`config.mk`:
```
export PLATFORM = sky130hd
export DESIGN_NAME = lane_os_mac
export DESIGN_NICKNAME = d
export VERILOG_FILES = /design/src/rtl/lane_os_pkg.sv /design/src/rtl/lm_rx_parse.sv /design/src/rtl/lm_rx_count.sv /design/src/rtl/lm_tx_patch.sv /design/src/rtl/lane_os_mac.sv
export SDC_FILE = /design/constraint.sdc
export NUM_CORES = 1
export LEC_CHECK = 0
export ABC_AREA = 1
export BUFFER_PORTS_ARGS = -buffer_cell sky130_fd_sc_hd__buf_2
export CORE_ASPECT_RATIO = 1.75
export CORE_UTILIZATION = 52
export DETAILED_ROUTE_END_ITERATION = 6
export GPL_TIMING_DRIVEN = 0
export PLACE_DENSITY = 0.87
export SYNTH_ARGS = -nofsm -noshare
export SYNTH_HDL_FRONTEND = slang
export SYNTH_HIERARCHICAL = 1
export SYNTH_SLANG_ARGS = --single-unit
```
`constraint.sdc`:
```
create_clock -name clk -period 1.9 [get_ports clk]
set_input_delay 0.095 -clock clk [delete_from_list [all_inputs] [get_ports clk]]
set_output_delay 0.095 -clock clk [all_outputs]
set_load 0.03 [all_outputs]
```
`src/rtl/lane_os_pkg.sv`:
```
package lane_os_pkg;
  localparam logic [7:0] SYM_COM = 8'hBC;
  localparam logic [7:0] SYM_PAD = 8'hF7;
  localparam logic [7:0] SYM_SKP = 8'h1C;
  localparam logic [7:0] ID_ONE  = 8'h4A;
  localparam logic [7:0] ID_TWO  = 8'h45;

  localparam int LINK_POS = 1;
  localparam int LANE_POS = 2;
  localparam int ID_POS   = 6;

  typedef enum logic [1:0] {
    KIND_NONE = 2'd0,
    KIND_ONE  = 2'd1,
    KIND_TWO  = 2'd2
  } ts_kind_e;
endpackage

```
`src/rtl/lm_rx_parse.sv`:
```
module lm_rx_parse
  import lane_os_pkg::*;
#(
  parameter int SET_LEN = 16
) (
  input  logic     clk,
  input  logic     rst,
  input  logic     valid_i,
  input  logic [7:0] data_i,
  input  logic     ctrl_i,
  output logic     done_o,
  output logic     bad_o,
  output ts_kind_e kind_o
);
  localparam int IW = $clog2(SET_LEN);
  localparam logic [IW-1:0] LAST = IW'(SET_LEN - 1);

  logic          active_q, active_d;
  logic [IW-1:0] pos_q, pos_d;
  ts_kind_e      kind_q, kind_d;
  logic          is_com, is_pad, field_slot, sym_ok;

  assign is_com     = ctrl_i && (data_i == SYM_COM);
  assign is_pad     = ctrl_i && (data_i == SYM_PAD);
  assign field_slot = (pos_q == IW'(LINK_POS)) || (pos_q == IW'(LANE_POS));

  always_comb begin
    active_d = active_q;
    pos_d    = pos_q;
    kind_d   = kind_q;
    done_o   = 1'b0;
    bad_o    = 1'b0;
    kind_o   = kind_q;
    sym_ok   = 1'b1;
    if (valid_i) begin
      if (!active_q) begin
        if (is_com) begin
          active_d = 1'b1;
          pos_d    = IW'(1);
        end
      end else begin
        if (ctrl_i && !(is_pad && field_slot)) sym_ok = 1'b0;
        if (pos_q == IW'(ID_POS)) begin
          if (ctrl_i)                 sym_ok = 1'b0;
          else if (data_i == ID_ONE)  kind_d = KIND_ONE;
          else if (data_i == ID_TWO)  kind_d = KIND_TWO;
          else                        sym_ok = 1'b0;
        end
        if (!sym_ok) begin
          bad_o    = 1'b1;
          active_d = is_com;
          pos_d    = IW'(1);
        end else if (pos_q == LAST) begin
          done_o   = 1'b1;
          active_d = 1'b0;
        end else begin
          pos_d = pos_q + IW'(1);
        end
      end
    end
  end

  always_ff @(posedge clk) begin
    if (rst) begin
      active_q <= 1'b0;
      pos_q    <= '0;
      kind_q   <= KIND_NONE;
    end else begin
      active_q <= active_d;
      pos_q    <= pos_d;
      kind_q   <= kind_d;
    end
  end

  // a set cannot both complete and fail on the same symbol
  a_r6_done_not_bad: assert property (@(posedge clk) disable iff (rst)
    done_o |-> !bad_o);
  // with no valid symbol the parse position stays put
  a_r8_hold_pos: assert property (@(posedge clk) disable iff (rst)
    !valid_i |=> $stable(pos_q) && $stable(active_q));
endmodule

```
`src/rtl/lm_rx_count.sv`:
```
module lm_rx_count
  import lane_os_pkg::*;
#(
  parameter int CNT_W = 4
) (
  input  logic             clk,
  input  logic             rst,
  input  logic             done_i,
  input  logic             bad_i,
  input  ts_kind_e         kind_i,
  output logic             done_o,
  output logic             bad_o,
  output ts_kind_e         kind_o,
  output logic [CNT_W-1:0] cnt_o
);
  localparam logic [CNT_W-1:0] CNT_MAX = {CNT_W{1'b1}};

  always_ff @(posedge clk) begin
    if (rst) begin
      done_o <= 1'b0;
      bad_o  <= 1'b0;
      kind_o <= KIND_NONE;
      cnt_o  <= '0;
    end else begin
      done_o <= done_i;
      bad_o  <= bad_i;
      if (bad_i) begin
        kind_o <= KIND_NONE;
        cnt_o  <= '0;
      end else if (done_i) begin
        kind_o <= kind_i;
        if (kind_i == kind_o && cnt_o != '0)
          cnt_o <= (cnt_o == CNT_MAX) ? CNT_MAX : cnt_o + CNT_W'(1);
        else
          cnt_o <= CNT_W'(1);
      end
    end
  end

  // same-type completion below the ceiling steps the count by one
  a_r3_step: assert property (@(posedge clk) disable iff (rst)
    done_i && !bad_i && kind_i == kind_o && cnt_o != '0 && cnt_o != CNT_MAX
      |=> cnt_o == $past(cnt_o) + CNT_W'(1));
  // ceiling holds
  a_r5_saturate: assert property (@(posedge clk) disable iff (rst)
    done_i && !bad_i && kind_i == kind_o && cnt_o == CNT_MAX |=> cnt_o == CNT_MAX);
  // malformed set clears the report
  a_r6_bad_clears: assert property (@(posedge clk) disable iff (rst)
    bad_i |=> cnt_o == '0 && kind_o == KIND_NONE && bad_o);
  // a completion pulse always carries a typed, nonzero report
  a_r2_done_valid: assert property (@(posedge clk) disable iff (rst)
    done_o |-> cnt_o != '0 && kind_o != KIND_NONE);
endmodule

```
`src/rtl/lm_tx_patch.sv`:
```
module lm_tx_patch
  import lane_os_pkg::*;
#(
  parameter int SET_LEN = 16,
  parameter int LANE_W  = 5
) (
  input  logic              clk,
  input  logic              rst,
  input  logic              sel_os_i,
  input  logic              lane_off_i,
  input  logic [LANE_W-1:0] lane_num_i,
  input  logic [7:0]        os_data_i,
  input  logic              os_ctrl_i,
  input  logic [7:0]        dll_data_i,
  input  logic              dll_ctrl_i,
  output logic [7:0]        tx_data_o,
  output logic              tx_ctrl_o
);
  localparam int PW = $clog2(SET_LEN);
  localparam logic [PW-1:0] POS_END = {PW{1'b1}};

  logic [PW-1:0] pos_q, pos_d, cur_pos;
  logic          ts_q, ts_d, ts_now;
  logic          os_com, os_skp;
  logic [7:0]    pat_data, nxt_data;
  logic          pat_ctrl, nxt_ctrl;

  assign os_com  = os_ctrl_i && (os_data_i == SYM_COM);
  assign os_skp  = os_ctrl_i && (os_data_i == SYM_SKP);
  assign cur_pos = os_com ? '0 : pos_q;
  assign pos_d   = os_com ? PW'(1) : ((pos_q == POS_END) ? POS_END : pos_q + PW'(1));

  always_comb begin
    if (cur_pos == PW'(LINK_POS)) begin
      ts_now = !os_skp;
      ts_d   = !os_skp;
    end else begin
      ts_now = ts_q;
      ts_d   = os_com ? 1'b0 : ts_q;
    end
  end

  always_comb begin
    pat_data = os_data_i;
    pat_ctrl = os_ctrl_i;
    if (ts_now && cur_pos == PW'(LINK_POS) && lane_off_i) begin
      pat_data = SYM_PAD;
      pat_ctrl = 1'b1;
    end else if (ts_now && cur_pos == PW'(LANE_POS)) begin
      if (lane_off_i) begin
        pat_data = SYM_PAD;
        pat_ctrl = 1'b1;
      end else begin
        pat_data = {{(8 - LANE_W){1'b0}}, lane_num_i};
        pat_ctrl = 1'b0;
      end
    end
    nxt_data = sel_os_i ? pat_data : dll_data_i;
    nxt_ctrl = sel_os_i ? pat_ctrl : dll_ctrl_i;
  end

  always_ff @(posedge clk) begin
    if (rst) begin
      pos_q     <= POS_END;
      ts_q      <= 1'b0;
      tx_data_o <= '0;
      tx_ctrl_o <= 1'b0;
    end else begin
      pos_q     <= pos_d;
      ts_q      <= ts_d;
      tx_data_o <= nxt_data;
      tx_ctrl_o <= nxt_ctrl;
    end
  end

  // link-layer path is a one-cycle pass-through
  a_r9_dll_pass: assert property (@(posedge clk) disable iff (rst)
    !sel_os_i |=> tx_data_o == $past(dll_data_i) && tx_ctrl_o == $past(dll_ctrl_i));
  // disabled lane emits PAD in its lane field
  a_r11_lane_pad: assert property (@(posedge clk) disable iff (rst)
    sel_os_i && lane_off_i && ts_now && cur_pos == PW'(LANE_POS)
      |=> tx_ctrl_o && tx_data_o == SYM_PAD);
  // SKP symbols from the generator are never rewritten
  a_r12_skp_kept: assert property (@(posedge clk) disable iff (rst)
    sel_os_i && os_skp |=> tx_ctrl_o && tx_data_o == SYM_SKP);
endmodule

```
`src/rtl/lane_os_mac.sv`:
```
module lane_os_mac
  import lane_os_pkg::*;
#(
  parameter int SET_LEN = 16,
  parameter int CNT_W   = 4,
  parameter int LANE_W  = 5
) (
  input  logic              clk,
  input  logic              rst,
  input  logic              rx_valid,
  input  logic [7:0]        rx_data,
  input  logic              rx_ctrl,
  output logic              ts_done,
  output logic              ts_bad,
  output logic [1:0]        ts_type,
  output logic [CNT_W-1:0]  ts_count,
  input  logic              tx_sel_os,
  input  logic              tx_lane_off,
  input  logic [LANE_W-1:0] lane_num,
  input  logic [7:0]        os_data,
  input  logic              os_ctrl,
  input  logic [7:0]        dll_data,
  input  logic              dll_ctrl,
  output logic [7:0]        tx_data,
  output logic              tx_ctrl
);
  logic     p_done, p_bad;
  ts_kind_e p_kind, r_kind;

  lm_rx_parse #(.SET_LEN(SET_LEN)) u_parse (
    .clk(clk), .rst(rst), .valid_i(rx_valid), .data_i(rx_data), .ctrl_i(rx_ctrl),
    .done_o(p_done), .bad_o(p_bad), .kind_o(p_kind)
  );

  lm_rx_count #(.CNT_W(CNT_W)) u_count (
    .clk(clk), .rst(rst), .done_i(p_done), .bad_i(p_bad), .kind_i(p_kind),
    .done_o(ts_done), .bad_o(ts_bad), .kind_o(r_kind), .cnt_o(ts_count)
  );

  assign ts_type = r_kind;

  lm_tx_patch #(.SET_LEN(SET_LEN), .LANE_W(LANE_W)) u_tx (
    .clk(clk), .rst(rst), .sel_os_i(tx_sel_os), .lane_off_i(tx_lane_off),
    .lane_num_i(lane_num), .os_data_i(os_data), .os_ctrl_i(os_ctrl),
    .dll_data_i(dll_data), .dll_ctrl_i(dll_ctrl),
    .tx_data_o(tx_data), .tx_ctrl_o(tx_ctrl)
  );
endmodule

```
# == Word level (Yosys, flattened, before mapping) ==
# Cells that the tools add are included.
# word_totals
word_cells,93
input_bits,37
reg_bits,29
mem_bits_rw,0
out_inout_bits,17
memories,0
latch_bits,0
romBits,0
# classes
n_div,0
addsub,3
mux,40
bitwise_logic,1
n_reduce_logical,21
n_lt_le_gt_ge,0
n_eq_ne,16
shifts,0
mul,0
# ops
op,n
two-way mux 4 bit,9
two-way mux 8 bit,4
two-way mux 1 bit,25
"equality test 8 bit, second input constant",3
"equality test 8 x 7 -> 1 bit, second input constant",2
"adder 4 x 1 -> 4 bit, second input constant",3
"equality test 4 bit, second input constant",3
logical AND 1 bit,10
"equality test 4 x 1 -> 1 bit, second input constant",2
"equality test 4 x 2 -> 1 bit, second input constant",2
"equality test 8 x 5 -> 1 bit, second input constant",1
nonzero test 2 bit,3
AND reduction 5 bit,1
"equality test 4 x 3 -> 1 bit, second input constant",1
two-way mux 2 bit,2
nonzero test 4 bit,1
"inequality test 3 bit, second input constant",1
AND reduction 3 bit,1
OR reduction 3 bit,1
equality test 2 bit,1
logical NOT 1 bit,2
OR reduction 2 bit,1
logical OR 1 bit,1
NOT 1 bit,1

# == Depth between registers and ports, before layout ==
# logic_depth
depth_word,16
ltp_mapped,14
mapped_depth_nobuf,14

# == Cells and area by module ==
# The synthesis kept the hierarchy.
# by_module_without_submodules
module,area_per_inst_um2,seq_area_each_um2,n_inst,cells_per_inst
lm_tx_patch,889.6,280.3,1,133
lm_rx_parse,621.8,140.1,1,103
lm_rx_count,397.9,160.2,1,62

# == Least setup slack after synthesis ==
# Ideal clock, no wire load.
# synth_timing
kind,register -> register
from,register u_parse.pos_q[0]
to,register u_count.cnt_o[2]
required_ns,1.830
path_stages_with_launch,15
path_slack_ns,0.132
synth_period_minus_slack_ns,1.768
path_buffers,0
setup_time_ns,0.070
arrival_ns,1.698
path_cell_list,dfxtp_1 -> inv_1 -> ha_1 -> nor2_1 -> nor2_1 -> nand3_1 -> nand2_1 -> nand2_2 -> nand2_4 -> nand2_4 -> nor2_1 -> nand3_1 -> nor2_2 -> nand2_1 -> a21oi_1
# synth_between
word_cells_on_any_way,23
classes_between,4 x eq/ne; 14 x mux; 5 x reduce/logical
# synth_lines
element,line_no,source
"start, declared",lm_rx_parse.sv:19,"logic [IW-1:0] pos_q, pos_d;"
"start signal, assigned",lm_rx_parse.sv:70,pos_q <= pos_d;
equality test 4 x 1 -> 1 bit / equality test 4 x 2 -> 1 bit (equally long branches),lm_rx_parse.sv:25,assign field_slot = (pos_q == IW'(LINK_POS)) || (pos_q == IW'(LANE_POS));
logical OR 1 bit,lm_rx_parse.sv:25,
logical AND 1 bit,lm_rx_parse.sv:42,if (ctrl_i && !(is_pad && field_slot)) sym_ok = 1'b0;
logical NOT 1 bit,lm_rx_parse.sv:42,
logical AND 1 bit,lm_rx_parse.sv:42,
two-way mux 1 bit,lm_rx_parse.sv:42,
two-way mux 1 bit,lm_rx_parse.sv:46,else if (data_i == ID_TWO) kind_d = KIND_TWO;
two-way mux 1 bit,lm_rx_parse.sv:45,else if (data_i == ID_ONE) kind_d = KIND_ONE;
two-way mux 1 bit,lm_rx_parse.sv:44,if (ctrl_i) sym_ok = 1'b0;
two-way mux 1 bit,lm_rx_parse.sv:43,if (pos_q == IW'(ID_POS)) begin
two-way mux 1 bit,lm_rx_parse.sv:36,if (!active_q) begin
two-way mux 1 bit,lm_rx_parse.sv:35,if (valid_i) begin
two-way mux 1 bit (*),lm_rx_parse.sv:49,if (!sym_ok) begin
two-way mux 1 bit (*),lm_rx_parse.sv:36,
two-way mux 1 bit (*),lm_rx_parse.sv:35,
named net p_done,lane_os_mac.sv:27,"logic p_done, p_bad;"
"end signal, assigned",lm_rx_count.sv:33,cnt_o <= (cnt_o == CNT_MAX) ? CNT_MAX : cnt_o + CNT_W'(1);
"end, declared",lm_rx_count.sv:14,output logic [CNT_W-1:0] cnt_o
# Mark *: on every way through the listed nets, which the timed path passes. The rest lies on a longest branch. The select of a mux whose other input is x is not followed.
# A chain may end at the register's enable or synchronous reset.

# == Worst setup path in the final report ==
# layout_timing
from,register u_parse.pos_q[0]
to,register u_parse.pos_q[2]
# layout_between
elab_chain_cells,14
word_cells_on_any_way,21
classes_between,1 x add/sub; 5 x eq/ne; 10 x mux; 5 x reduce/logical
# layout_lines
element,line_no
equality test 4 x 1 -> 1 bit / equality test 4 x 2 -> 1 bit (equally long branches),lm_rx_parse.sv:25
logical OR 1 bit,lm_rx_parse.sv:25
logical AND 1 bit,lm_rx_parse.sv:42
logical NOT 1 bit,lm_rx_parse.sv:42
logical AND 1 bit,lm_rx_parse.sv:42
two-way mux 1 bit,lm_rx_parse.sv:42
two-way mux 1 bit,lm_rx_parse.sv:46
two-way mux 1 bit,lm_rx_parse.sv:45
two-way mux 1 bit,lm_rx_parse.sv:44
two-way mux 1 bit,lm_rx_parse.sv:43
two-way mux 1 bit,lm_rx_parse.sv:36
two-way mux 1 bit,lm_rx_parse.sv:35
inequality test 3 bit (no source line) / two-way mux 4 bit (equally long branches),n/a
AND reduction 3 bit (no source line) / two-way mux 4 bit (equally long branches),n/a
# Several ways; a longest one is shown, not always the timed one. The select of a mux whose other input is x is not followed.

==> metrics.txt <==
area grow syn2layout 26.0%; CTS clk-pin slew, worst paths 0.06 ns; fmax 569 MHz; max cap viols 0; IO buf count 52; placed cells 395; WL per Instance 11.0 microns; Vias 2006; CTS Hold Buffers Added 0; Synthesis Warnings 6; DPL Wire Length 3240 microns; top-area cell type share of the netlist area 30.4%; Worst Hold Class input pin to flop; CTS tree yes; global route overflow 0; htree depth 2; Post-synth top cells nand2_1, inv_1, nor2_1; nature of the critical path startpoint flop; worst-path maximum fanout 6; power per cell area 674 nW/um^2; Non-Filler Instances 410; initial detailed-routing violation count 39; most numerous cell in the Yosys netlist nand2_1; Top FF cell, synth dfxtp_1; ratio of routed vias to standard cells 4.89; Netlist cell types 25; #FFs+latches synth 29; proportion of layout cells with a drive suffix above 1 30.1%; routability cong. 0.786; clock latency on the worst-skew pair 0.28 ns; Data required, critical path 2.11 ns; die span in x 47.8 microns; worst path arrival time 1.97 ns; Worst Setup Path Type flop to flop; ant diodes 0; Hold WS 0.0668 ns; run status complete, no violations; max_slew headroom 70.8%; root buf cell clkbuf_8; Final setup violation count 0; area leader, netlist dfxtp_1; multi-input logic area 1120 sq um; core area 3430 sq um; register area share after synthesis 30.4%; die area 3930 sq um; RSZ-0062 raised after global routing false; first-pass GRT wire length 6590 microns; Final nets 408; Mapped Nets 341; clock buffer depth 2; DR DRC count 0; cts bufs inserted 5; Slew @ Worst Pin 0.438 ns; initial antenna violation count 0; largest net degree at the start of global routing 18; DIE HEIGHT 82.2 microns; fillers 302; routed wire length 4500 microns; Initial Util 55.6%; Post-synth EDFFs 0; post-synthesis cell count 298; Synth area leaders dfxtp_1, nand2_1, inv_1; GRT Util Overall 23.2%; clk_skew 0.00267 ns; drt pass-1 iters 4; I/O pins 54; Final ANT Viol Nets 0; vias in the first global route 1751; ys async rst share 0%; Final min period 1.76 ns; Rows 28; CP Capture Type flop; # clock sinks 29; total power 1.62 mW; register area 583 sq um; Mapped Avg Cell Area 6.41 sq um; final slew viol count 0; maximum VDD drop 840 uV; period utilization 92.5%; Mapped Area 1910 sq um; Hold Vio Cnt, Final 0; P_leak 1.27 nW
-- flip-flops by register name, summed over array words and instances, names as in the netlist --
signal	count
u_tx/pos_q	4
u_tx/ts_q	1
u_parse/pos_q	4
u_count/done_o	1
u_count/kind_o	2
u_count/cnt_o	4
u_count/bad_o	1
u_tx/tx_ctrl_o	1
u_tx/tx_data_o	8
u_parse/kind_o	2
u_parse/active_q	1
-- area by class of cell --
type	instances	share of cell area (%)
Buffer	3	0.780
Tap cell	45	2.34
Inverter	55	8.58
Sequential cell	29	24.2
Multi-Input combinational cell	211	46.6
Clock buffer	7	3.59
Timing Repair Buffer	60	13.8
-- path summary, 6_finish.rpt --
check / start / slack [ns] / end / cells past startpoint
max: u_parse/pos_q[0]$_SDFFE_PP0P_ / 0.14 / u_parse/pos_q[2]$_SDFFE_PP0P_ / 13
min: dll_data[0] / 0.07 / u_tx/tx_data_o[0]$_SDFF_PP0_ / 3
max reg2reg: u_parse/pos_q[0]$_SDFFE_PP0P_ / 0.14 / u_parse/pos_q[2]$_SDFFE_PP0P_ / 13
min reg2reg: u_parse/kind_o[1]$_SDFFE_PP0P_ / 0.48 / u_parse/kind_o[1]$_SDFFE_PP0P_ / 2
-- report_power, final --
part / leakage, nW / total (mW) / internal, mW / switching (mW)
clock: 0.0443 / 0.511 / 0.286 / 0.224
combinational: 0.986 / 0.372 / 0.154 / 0.218
sequential: 0.238 / 0.738 / 0.667 / 0.0714
-- logic make-up (layout without fill, tap and decap cells) --
logic type | count (synthesis) | in the layout | share of synthesized area [%]
compound gates | 33 | 33 | 10.4
xor+xnor | 4 | 4 | 1.83
fa+ha+maj | 6 | 6 | 3.93
buf+inv | 58 | 125 | 11.8
flops | 29 | 29 | 30.4
simple gates | 168 | 168 | 41.7
-- routing by layer --
layer	track usage (%)	up-vias	wire, microns
met5	0	-	0
met3	5.87	10	159
li1	-	1044	-
met1	21.3	908	1680
met4	10.0	0	93
met2	44.1	44	2570
-- cells in the final DEF (no fill, tap or decap) --
master	count
nand2_1	80
buf_2	52
inv_1	51
nor2_1	36
dfxtp_1	27
a21oi_1	16
nand3_1	15
nand2_2	10
o21ai_0	8
buf_4	7
clkbuf_8	6
ha_1	6
nor2_2	6
nand3_2	5
nor2_4	5
inv_2	4
nand2_4	4
xor2_1	4
nand4_1	4
o21ai_2	4
clkbuf_1	3
nor3_1	2
dfxtp_2	2
o21ai_1	2
a21oi_4	1
buf_12	1
nor3_4	1
buf_6	1
a211oi_1	1
a21oi_2	1
-- worst max-delay path: stages, from the launching register on --
cell	delay, ns
dfxtp_2	0.37
inv_1	0.05
ha_1	0.20
nor2_1	0.09
nor2_1	0.05
nand3_1	0.06
nand2_1	0.06
nand2_2	0.07
nand2_4	0.09
buf_4	0.15
buf_4	0.13
a21oi_4	0.16
nand2_1	0.07
a21oi_1	0.13
-- stage by stage --
stage                     util, %  instance area, sq um  setup slack (ns)  TNS (ns)
final                        70.0                  2400             0.143         0
after CTS                    67.6                  2320            0.0120         0
after global placement       64.8                  2230            -0.105    -0.363
after global routing         70.0                  2400          0.000363         0
after floorplan                 -                  1910             0.132         0
after detailed placement     64.8                  2230            -0.140    -0.509
-- repair_timing --
action	in CTS	in global routing
resized for setup	2	4
buffers inserted	0	8
endpoints found under the setup margin	4	4
pin swaps	0	3
(Power assumes the default switching activity.)
